===== config.mk =====
export PLATFORM = sky130hd
export DESIGN_NAME = la_capture
export DESIGN_NICKNAME = d
export VERILOG_FILES = /design/src/rtl/la_capture.sv
export SDC_FILE = /design/constraint.sdc
export NUM_CORES = 1
export LEC_CHECK = 0
export BUFFER_PORTS_ARGS = -buffer_cell sky130_fd_sc_hd__clkbuf_2
export CELL_PAD_IN_SITES_DETAIL_PLACEMENT = 1
export CELL_PAD_IN_SITES_GLOBAL_PLACEMENT = 1
export CORE_ASPECT_RATIO = 1.4
export CORE_MARGIN = 4
export CORE_UTILIZATION = 35
export CTS_CLUSTER_SIZE = 16
export DETAILED_ROUTE_END_ITERATION = 10
export PLACE_DENSITY = 0.92
export SLEW_MARGIN = 5
export SYNTH_ARGS = -nofsm -noshare
export SYNTH_HDL_FRONTEND = slang
export SYNTH_SLANG_ARGS = --single-unit

===== constraint.sdc =====
create_clock -name clk -period 2.5 [get_ports clk]
set_input_delay 0.5 -clock clk [delete_from_list [all_inputs] [get_ports clk]]
set_output_delay 0.5 -clock clk [all_outputs]
set_load 0.05 [all_outputs]

===== src/rtl/la_capture.sv =====
module la_capture #(
  parameter int NCH = 8,
  parameter int AW  = 8
) (
  input  logic                   clk,
  input  logic                   rst_n,
  input  logic                   start,
  input  logic [1:0]             mode,
  input  logic [$clog2(NCH)-1:0] chan_sel,
  input  logic [7:0]             seq_word,
  input  logic [7:0]             seq_mask,
  input  logic [NCH-1:0]         par_word,
  input  logic [NCH-1:0]         par_mask,
  input  logic [AW:0]            num_pts,
  input  logic                   samp_en,
  input  logic [NCH-1:0]         ch_in,
  output logic                   sram_we,
  output logic [AW-1:0]          sram_addr,
  output logic [NCH-1:0]         sram_wdata,
  input  logic [NCH-1:0]         sram_rdata,
  input  logic                   rd_start,
  input  logic                   rd_strobe,
  output logic                   rd_valid,
  output logic [NCH-1:0]         rd_data,
  output logic                   busy,
  output logic                   done,
  output logic                   trig_flag,
  output logic [AW-1:0]          trig_pos
);
  localparam logic [AW:0]   CNT_ONE = (AW+1)'(1);
  localparam logic [AW-1:0] PTR_ONE = AW'(1);

  logic [AW:0]   cnt;
  logic [AW-1:0] rptr;
  logic [7:0]    hist;
  logic [3:0]    fill;
  logic          hit;

  wire           take    = busy & samp_en;
  wire [7:0]     hist_nx = {hist[6:0], ch_in[chan_sel]};
  wire           seq_hit = (fill >= 4'd7) && (((hist_nx ^ seq_word) & seq_mask) == 8'h00);
  wire           par_hit = ((ch_in ^ par_word) & par_mask) == '0;
  wire           last    = (cnt + CNT_ONE) == num_pts;
  wire [AW-1:0]  rbase   = rd_start ? '0 : rptr;
  wire           rd_go   = rd_strobe & ~busy;

  always_comb begin
    case (mode)
      2'b01:   hit = seq_hit;
      2'b10:   hit = par_hit;
      default: hit = 1'b0;
    endcase
  end

  assign sram_we    = take;
  assign sram_wdata = ch_in;
  assign sram_addr  = busy ? cnt[AW-1:0] : rbase;
  assign rd_data    = sram_rdata;

  always_ff @(posedge clk or negedge rst_n) begin
    if (!rst_n) begin
      cnt       <= '0;
      rptr      <= '0;
      hist      <= '0;
      fill      <= '0;
      busy      <= 1'b0;
      done      <= 1'b0;
      trig_flag <= 1'b0;
      trig_pos  <= '0;
      rd_valid  <= 1'b0;
    end else begin
      rd_valid <= rd_go;
      if (rd_start | rd_go)
        rptr <= rd_go ? rbase + PTR_ONE : rbase;
      if (start) begin
        busy      <= num_pts != '0;
        done      <= num_pts == '0;
        cnt       <= '0;
        hist      <= '0;
        fill      <= '0;
        trig_flag <= mode == 2'b00;
        trig_pos  <= '0;
      end else if (take) begin
        cnt  <= cnt + CNT_ONE;
        hist <= hist_nx;
        if (fill != 4'd8) fill <= fill + 4'd1;
        if (hit && !trig_flag) begin
          trig_flag <= 1'b1;
          trig_pos  <= cnt[AW-1:0];
        end
        if (last) begin
          busy <= 1'b0;
          done <= 1'b1;
        end
      end
    end
  end
endmodule



==> run_summary.xml, run 1 <==
<?xml version="1.0" encoding="UTF-8"?>
<metrics>
  <group name="critical_path">
    <metric name="critical-path-top-delay-family" unit="">compound AO/OA/AOI/OAI gates</metric>
    <metric name="timing.critical_path.mode_cell" unit="">sky130_fd_sc_hd__o211a_1</metric>
    <metric name="critPathLaunchType" unit="">flop</metric>
    <metric name="required" unit="ns">2.69</metric>
    <metric name="timing.critical_path.to_type" unit="">flop</metric>
    <metric name="cp.buffers_inverters" unit="">0</metric>
    <metric name="cp_max_fo" unit="">6</metric>
    <metric name="crit_path_slowest_cell" unit="">sky130_fd_sc_hd__dfrtp_1</metric>
    <metric name="crit_chain" unit="">ha_1 -&gt; nand3_2 -&gt; or3_1 -&gt; o211a_1 -&gt; o31a_1 -&gt; a2111o_1 -&gt; o211a_1</metric>
    <metric name="arrival" unit="ns">2.56</metric>
    <metric name="path_class" unit="">flop to flop</metric>
    <metric name="critical_path.max_stage_delay" unit="ns">0.43</metric>
  </group>
  <group name="cts">
    <metric name="worstSkewPairLatency" unit="ns">0.29</metric>
    <metric name="clock_tree.htree_level_count" unit="">2</metric>
    <metric name="cts-buffers-inserted" unit="">5</metric>
    <metric name="cts-root-to-sink-buffers" unit="">2</metric>
    <metric name="post_cts.repair.setup_buffers" unit="">0</metric>
    <metric name="postCtsHoldBufs" unit="">0</metric>
    <metric name="clkSinkCount" unit="">40</metric>
    <metric name="clock-root-buffer" unit="">sky130_fd_sc_hd__clkbuf_8</metric>
    <metric name="cts_tree" unit="">built</metric>
    <metric name="post_cts_resize_count" unit="">0</metric>
    <metric name="cts.reportedPaths.clkPinSlew" unit="ns">0.08</metric>
  </group>
  <group name="sta">
    <metric name="period_share" unit="">0.948</metric>
    <metric name="setup_viol" unit="">0</metric>
    <metric name="maxSlewHeadroom" unit="">0.647</metric>
    <metric name="tns" unit="ns">0</metric>
    <metric name="clock-skew-final" unit="ns">0.0108</metric>
    <metric name="drv_slew" unit="">0</metric>
    <metric name="max_slew.worst_pin.slew" unit="ns">0.530</metric>
    <metric name="timing.final.hold_violations" unit="">0</metric>
    <metric name="rsz0062_at_grt" unit="">no</metric>
    <metric name="max_freq" unit="GHz">0.422</metric>
    <metric name="fin_crit" unit="ns">2.37</metric>
  </group>
  <group name="logic_synthesis">
    <metric name="synth_largest_area_cell" unit="">sky130_fd_sc_hd__dfrtp_1</metric>
    <metric name="synth_mux_area_frac" unit="">0.0366</metric>
    <metric name="ys.flop_type" unit="">sky130_fd_sc_hd__dfrtp_1</metric>
    <metric name="synth_top_family_by_area" unit="">simple AND/OR/NAND/NOR gates</metric>
    <metric name="async_flop_share" unit="">1.00</metric>
    <metric name="synth_enable_flop_cells" unit="">0</metric>
    <metric name="yosys_register_bits" unit="">40</metric>
    <metric name="syn_avg_cell_area" unit="um2">9.37</metric>
    <metric name="simple_gate_share_of_the_synthesized_area" unit="">0.170</metric>
    <metric name="post_synth_main_area_contributors" unit="">sky130_fd_sc_hd__dfrtp_1, sky130_fd_sc_hd__xor2_1, sky130_fd_sc_hd__buf_4</metric>
    <metric name="yosys_top_cell_area_share" unit="">0.390</metric>
    <metric name="postSynthNetCount" unit="">349</metric>
    <metric name="fraction_of_the_mapped_netlist_area_in_compound_gates" unit="">0.151</metric>
    <metric name="mappedNetlistArea" unit="um2">2570</metric>
    <metric name="yosysWarnings" unit="">0</metric>
    <metric name="postSynthCellCount" unit="">274</metric>
    <metric name="synth_fa_ha_area_frac" unit="">0.0341</metric>
    <metric name="sequential_to_total_area_share_from_yosys_stat" unit="">0.390</metric>
    <metric name="most_used_standard_cell_by_instance_count_after_synthesis" unit="">sky130_fd_sc_hd__dfrtp_1</metric>
    <metric name="yosysUniqueCellTypes" unit="">42</metric>
    <metric name="synth.top_cells.by_count" unit="">sky130_fd_sc_hd__dfrtp_1, sky130_fd_sc_hd__nand2_1, sky130_fd_sc_hd__xor2_1</metric>
    <metric name="synth-xor-area-share" unit="">0.130</metric>
  </group>
  <group name="drt">
    <metric name="route.vias.total" unit="">2293</metric>
    <metric name="wl" unit="um">7170</metric>
    <metric name="routedLengthMet1" unit="um">2830</metric>
    <metric name="route.met3.wl" unit="um">380</metric>
    <metric name="drt-vias-per-instance" unit="">5.18</metric>
    <metric name="route.met2.wl" unit="um">3830</metric>
    <metric name="drcViolationCount" unit="">0</metric>
    <metric name="1st_iter_drt_viols" unit="">92</metric>
    <metric name="postRouteAntennaNets" unit="">0</metric>
    <metric name="topRoutingLayerUsed" unit="">met4</metric>
    <metric name="drtPass1Iterations" unit="">4</metric>
    <metric name="route.detailed.wl_per_inst" unit="um">16.2</metric>
  </group>
  <group name="layout">
    <metric name="syn_to_final_growth" unit="%">21.8</metric>
    <metric name="antenna-diode-count" unit="">0</metric>
    <metric name="fin_nets" unit="">423</metric>
    <metric name="fill_cell_instance_count_of_the_final_layout" unit="">867</metric>
    <metric name="layout-drive-gt1-share" unit="">0.319</metric>
  </group>
  <group name="global_route">
    <metric name="grt_first_pass_wirelength" unit="um">11500</metric>
    <metric name="gr_util_all_layers" unit="">0.167</metric>
    <metric name="grt_start_max_net_pins" unit="">41</metric>
    <metric name="initial_antenna_violation_count" unit="">0</metric>
    <metric name="grt.overflow.total" unit="">0</metric>
    <metric name="grt_pass1_vias" unit="">2388</metric>
  </group>
  <group name="place">
    <metric name="dpl.hpwl" unit="um">5890</metric>
    <metric name="place.port_buffers" unit="">88</metric>
    <metric name="globalplace.congestion" unit="">0.850</metric>
  </group>
  <group name="power">
    <metric name="static-leakage-power" unit="nW">1.54</metric>
    <metric name="power.internal" unit="mW">1.15</metric>
    <metric name="net_sw_frac" unit="">0.255</metric>
    <metric name="pwrdens" unit="nW/um2">494</metric>
    <metric name="power.ir.vdd_worst" unit="mV">0.257</metric>
    <metric name="share_clk_of_total_power" unit="">0.399</metric>
    <metric name="net_load_switching_power" unit="mW">0.395</metric>
    <metric name="seq_power_share" unit="">0.432</metric>
    <metric name="total_power" unit="mW">1.55</metric>
    <metric name="p_comb_frac" unit="">0.169</metric>
  </group>
  <group name="floorplanning">
    <metric name="die_span_in_y" unit="um">109</metric>
    <metric name="rows" unit="">36</metric>
    <metric name="number_of_placed_i_o_pins" unit="">105</metric>
    <metric name="coreArea" unit="um2">7070</metric>
    <metric name="fp.dieArea" unit="um2">8790</metric>
    <metric name="floorplan.initialDensity" unit="">0.363</metric>
    <metric name="die_width" unit="um">80.4</metric>
  </group>
  <group name="run">
    <metric name="max-cap-violations" unit="">0</metric>
  </group>
  <group name="hold_path">
    <metric name="hold_path.class" unit="">input pin to asynchronous set/reset pin</metric>
  </group>
  <group name="outcome">
    <metric name="status" unit="">completed</metric>
  </group>
</metrics>
[metal layers]
metal | GRT usage | up-vias
met1 | 0.186 | 1134
met3 | 0.0287 | 9
met2 | 0.317 | 73
met4 | 0.0543 | 0
met5 | 0 | -
li1 | - | 1077
[layout make-up]
| cell class | instances | area (um2) | area share |
|---|---|---|---|
| Inverter | 9 | 33.8 | 0.0108 |
| Timing Repair Buffer | 97 | 508 | 0.162 |
| Tap cell | 95 | 119 | 0.0380 |
| Multi-Input combinational cell | 195 | 1340 | 0.427 |
| Clock buffer | 5 | 68.8 | 0.0220 |
| Sequential cell | 40 | 1000 | 0.320 |
| Clock inverter | 2 | 60.1 | 0.0192 |
[final timing paths]
path,start,slack (ns),to,depth (start not counted)
worst min register to register,trig_pos[7],0.51,trig_pos[7],1
max in group asynchronous,rst_n,1.86,fill[0],2
worst max register to register,cnt[1],0.13,busy,7
min in group clk,rd_start,0.50,rptr[3],2
worst max-delay path,cnt[1],0.13,busy,7
worst min-delay path,rst_n,0.26,trig_pos[7],2
[flip-flops by register name, summed over array words and instances (netlist names)]
name and flops:
hist 7, trig_flag 1, done 1, trig_pos 8, busy 1, rd_valid 1
fill 4, rptr 8, cnt 9
[logic make-up after synthesis]
family | after synthesis
simple gates | 86
compound gates | 56
flops | 40
buf+inv | 39
xor+xnor | 38
mux | 8
fa+ha+maj | 7
[metrics by stage]
| step | utilization | cell area, um2 | cells | setup WS, ns | hold slack, ns |
|---|---|---|---|---|---|
| 2_1_floorplan | - | 2570 | 274 | 0.0188 | 0.204 |
| 3_3_place_gp | 0.424 | 3000 | 436 | 0.296 | 0.492 |
| 3_5_place_dp | 0.424 | 3000 | 436 | 0.169 | 0.494 |
| 4_1_cts | 0.442 | 3130 | 443 | 0.140 | 0.280 |
| 5_1_grt | 0.442 | 3130 | 443 | 0.0501 | 0.299 |
| 6_report | 0.442 | 3130 | 443 | 0.131 | 0.256 |
[power groups by stage]
stage	sequential (mW)	clock (mW)	combinational (mW)
4_1_cts	0.668	0.632	0.266
6_report	0.668	0.617	0.261
3_5_place_dp	0.681	0	0.264
3_3_place_gp	0.679	0	0.254
2_1_floorplan	0.686	0	0.187
5_1_grt	0.669	0.657	0.288
[layout by cell type (no fill, tap or decap), types with 4 or more instances in the layout]
master / n
sky130_fd_sc_hd__inv_1: 9
sky130_fd_sc_hd__buf_4: 9
sky130_fd_sc_hd__clkbuf_8: 5
sky130_fd_sc_hd__nand2b_1: 4
sky130_fd_sc_hd__nand3_1: 8
sky130_fd_sc_hd__clkbuf_2: 88
sky130_fd_sc_hd__nand4_1: 7
sky130_fd_sc_hd__nand2_1: 27
sky130_fd_sc_hd__xnor2_1: 13
sky130_fd_sc_hd__a22oi_1: 5
sky130_fd_sc_hd__or3_1: 7
sky130_fd_sc_hd__o21ai_0: 12
sky130_fd_sc_hd__xor2_1: 25
sky130_fd_sc_hd__a21oi_1: 17
sky130_fd_sc_hd__mux2i_1: 6
sky130_fd_sc_hd__ha_1: 7
sky130_fd_sc_hd__a22o_1: 12
sky130_fd_sc_hd__nor2_1: 16
sky130_fd_sc_hd__dfrtp_1: 40
No activity file was read; power rests on OpenSTA's default activity.
==> inputs of run 2 (changes only) <==
- CORE_ASPECT_RATIO: 1.4 -> default
==> run 2 against run 1 <==
Against the previous run:
- design area fell by 0.72%
- first-iteration DRC count rose by 70%
- critical path depth fell by 4
- global-route usage rose by 1.1 points
- die area fell by 0.23%
==> run_summary.xml, run 2 (same netlist as run 1, synthesis figures left out) <==
<?xml version="1.0" encoding="UTF-8"?>
<metrics>
  <group name="sta">
    <metric name="timing.final.hold_violations" unit="">0</metric>
    <metric name="period_share" unit="">0.925</metric>
    <metric name="maxSlewHeadroom" unit="">0.563</metric>
    <metric name="setup_viol" unit="">0</metric>
    <metric name="max_slew.worst_pin.slew" unit="ns">0.655</metric>
    <metric name="max_freq" unit="GHz">0.433</metric>
    <metric name="clock-skew-final" unit="ns">0.00690</metric>
    <metric name="postLayoutSetupSlackWorst" unit="ns">0.188</metric>
    <metric name="tns" unit="ns">0</metric>
    <metric name="drv_slew" unit="">0</metric>
    <metric name="fin_crit" unit="ns">2.31</metric>
    <metric name="rsz0062_at_grt" unit="">no</metric>
  </group>
  <group name="global_route">
    <metric name="grt_pass1_vias" unit="">2558</metric>
    <metric name="initial_antenna_violation_count" unit="">0</metric>
    <metric name="gr_util_all_layers" unit="">0.179</metric>
    <metric name="grt.overflow.total" unit="">0</metric>
    <metric name="grt_first_pass_wirelength" unit="um">12300</metric>
    <metric name="grt_start_max_net_pins" unit="">27</metric>
  </group>
  <group name="layout">
    <metric name="seq_area" unit="um2">1000</metric>
    <metric name="fill_cell_instance_count_of_the_final_layout" unit="">841</metric>
    <metric name="largest_register_ff_count" unit="">9</metric>
    <metric name="layout-drive-gt1-share" unit="">0.323</metric>
    <metric name="multi_input_comb_area" unit="um2">1340</metric>
    <metric name="antenna-diode-count" unit="">0</metric>
    <metric name="fin_nets" unit="">424</metric>
    <metric name="reg_with_most_ffs" unit="">cnt</metric>
    <metric name="largest_registers" unit="">cnt x9, rptr x8, trig_pos x8</metric>
    <metric name="syn_to_final_growth" unit="%">21.0</metric>
    <metric name="final_cell_mix" unit="">sky130_fd_sc_hd__clkbuf_2, sky130_fd_sc_hd__dfrtp_1, sky130_fd_sc_hd__nand2_1</metric>
    <metric name="post-route-cell-area" unit="um2">3100</metric>
    <metric name="layout.cells.most_common" unit="">sky130_fd_sc_hd__clkbuf_2</metric>
  </group>
  <group name="drt">
    <metric name="routedLengthMet1" unit="um">3010</metric>
    <metric name="route.met2.wl" unit="um">3920</metric>
    <metric name="route.met3.wl" unit="um">321</metric>
    <metric name="1st_iter_drt_viols" unit="">156</metric>
    <metric name="drt-vias-per-instance" unit="">5.17</metric>
    <metric name="drtPass1Iterations" unit="">4</metric>
    <metric name="route.vias.total" unit="">2305</metric>
    <metric name="topRoutingLayerUsed" unit="">met4</metric>
    <metric name="postRouteAntennaNets" unit="">0</metric>
    <metric name="route.detailed.wl_per_inst" unit="um">16.7</metric>
    <metric name="wl" unit="um">7440</metric>
    <metric name="drcViolationCount" unit="">0</metric>
  </group>
  <group name="critical_path">
    <metric name="required" unit="ns">2.00</metric>
    <metric name="worst_r2r_endpoint" unit="">busy</metric>
    <metric name="arrival" unit="ns">1.81</metric>
    <metric name="regToRegSetupSlack" unit="ns">0.20</metric>
    <metric name="worst_reg_to_reg_path_cell_count" unit="">7</metric>
    <metric name="cp_max_fo" unit="">12</metric>
    <metric name="path_class" unit="">flop to primary output</metric>
    <metric name="critPathLaunch" unit="">busy</metric>
    <metric name="critPathLaunchType" unit="">flop</metric>
    <metric name="worst_r2r_startpoint" unit="">cnt[1]</metric>
    <metric name="timing.critical_path.to_type" unit="">primary output</metric>
  </group>
  <group name="hold_path">
    <metric name="hold_path.class" unit="">input pin to asynchronous set/reset pin</metric>
  </group>
  <group name="power">
    <metric name="power.ir.vdd_worst" unit="mV">0.173</metric>
    <metric name="pwrdens" unit="nW/um2">450</metric>
    <metric name="seq_power_share" unit="">0.477</metric>
    <metric name="net_load_switching_power" unit="mW">0.415</metric>
    <metric name="p_comb_frac" unit="">0.191</metric>
    <metric name="power.internal" unit="mW">0.983</metric>
    <metric name="share_clk_of_total_power" unit="">0.331</metric>
    <metric name="net_sw_frac" unit="">0.297</metric>
    <metric name="static-leakage-power" unit="nW">1.52</metric>
  </group>
  <group name="cts">
    <metric name="cts-buffers-inserted" unit="">5</metric>
    <metric name="cts.reportedPaths.clkPinSlew" unit="ns">0.08</metric>
    <metric name="post_cts_resize_count" unit="">0</metric>
    <metric name="cts_tree" unit="">built</metric>
    <metric name="clkSinkCount" unit="">40</metric>
    <metric name="cts-root-to-sink-buffers" unit="">2</metric>
    <metric name="clock_tree.htree_level_count" unit="">2</metric>
    <metric name="clock-root-buffer" unit="">sky130_fd_sc_hd__clkbuf_8</metric>
    <metric name="postCtsHoldBufs" unit="">0</metric>
    <metric name="post_cts.repair.setup_buffers" unit="">0</metric>
    <metric name="worstSkewPairLatency" unit="ns">0.30</metric>
  </group>
  <group name="place">
    <metric name="dpl.hpwl" unit="um">5930</metric>
    <metric name="place_ws" unit="ns">0.194</metric>
    <metric name="place.port_buffers" unit="">88</metric>
    <metric name="globalplace.congestion" unit="">0.851</metric>
    <metric name="postPlaceCellArea" unit="um2">3010</metric>
  </group>
  <group name="floorplanning">
    <metric name="floorplan.initialDensity" unit="">0.370</metric>
    <metric name="die_span_in_y" unit="um">93.6</metric>
    <metric name="rows" unit="">30</metric>
    <metric name="die_width" unit="um">93.6</metric>
    <metric name="number_of_placed_i_o_pins" unit="">105</metric>
    <metric name="fp.dieArea" unit="um2">8770</metric>
    <metric name="coreArea" unit="um2">6940</metric>
  </group>
  <group name="outcome">
    <metric name="status" unit="">completed</metric>
  </group>
  <group name="run">
    <metric name="max-cap-violations" unit="">0</metric>
  </group>
</metrics>
## run 2: cell count changes in the layout (fill, tap and decap cells not counted), sizes merged
cell and change:
buf +1, bufinv -2, clkbuf +1, clkinvlp +2
## run 2: layout make-up
class | count | area share
sequential | 40 | 0.322
clock buffer | 6 | 0.0266
inverter | 9 | 0.0109
clock inverter | 2 | 0.00484
multi-input combinational | 195 | 0.430
timing repair buffer | 98 | 0.166
tap | 96 | 0.0387
## run 2: power by group through the flow
stage / Sequential [mW] / Combinational [mW] / Clock, mW
6_report: 0.667 / 0.268 / 0.463
5_1_grt: 0.669 / 0.292 / 0.514
3_5_place_dp: 0.681 / 0.269 / 0
3_3_place_gp: 0.679 / 0.256 / 0
2_1_floorplan: 0.686 / 0.187 / 0
4_1_cts: 0.668 / 0.270 / 0.478
## run 2: how the worst max path moves through the flow
| stage | end | slack (ns) |
|---|---|---|
| 2_1_floorplan | sram_addr[1] | 0.02 |
| 3_3_place_gp | busy | 0.29 |
| 3_5_place_dp | busy | 0.19 |
| 4_1_cts | sram_we | 0.18 |
| 5_1_grt | sram_we | 0.05 |
| 6_report | sram_we | 0.19 |
## run 2: worst max-delay path: stages, from the launching register on
cell	delay, ns
sky130_fd_sc_hd__dfrtp_1	0.56
sky130_fd_sc_hd__nand2_1	0.35
sky130_fd_sc_hd__inv_1	0.27
sky130_fd_sc_hd__clkbuf_2	0.32
## run 2: metal layers
layer / track usage / up-vias
met5: 0 / -
met2: 0.316 / 54
met4: 0.0710 / 0
li1: - / 1087
met3: 0.0386 / 22
met1: 0.209 / 1142
## run 2: metrics by stage
stage	power (mW)	utilization	hold WS [ns]	instances
after floorplan	0.873	-	0.204	274
after global placement	0.935	0.433	0.503	438
after detailed placement	0.949	0.433	0.499	438
after CTS	1.42	0.447	0.217	446
after global routing	1.48	0.447	0.235	446
final	1.40	0.447	0.205	446
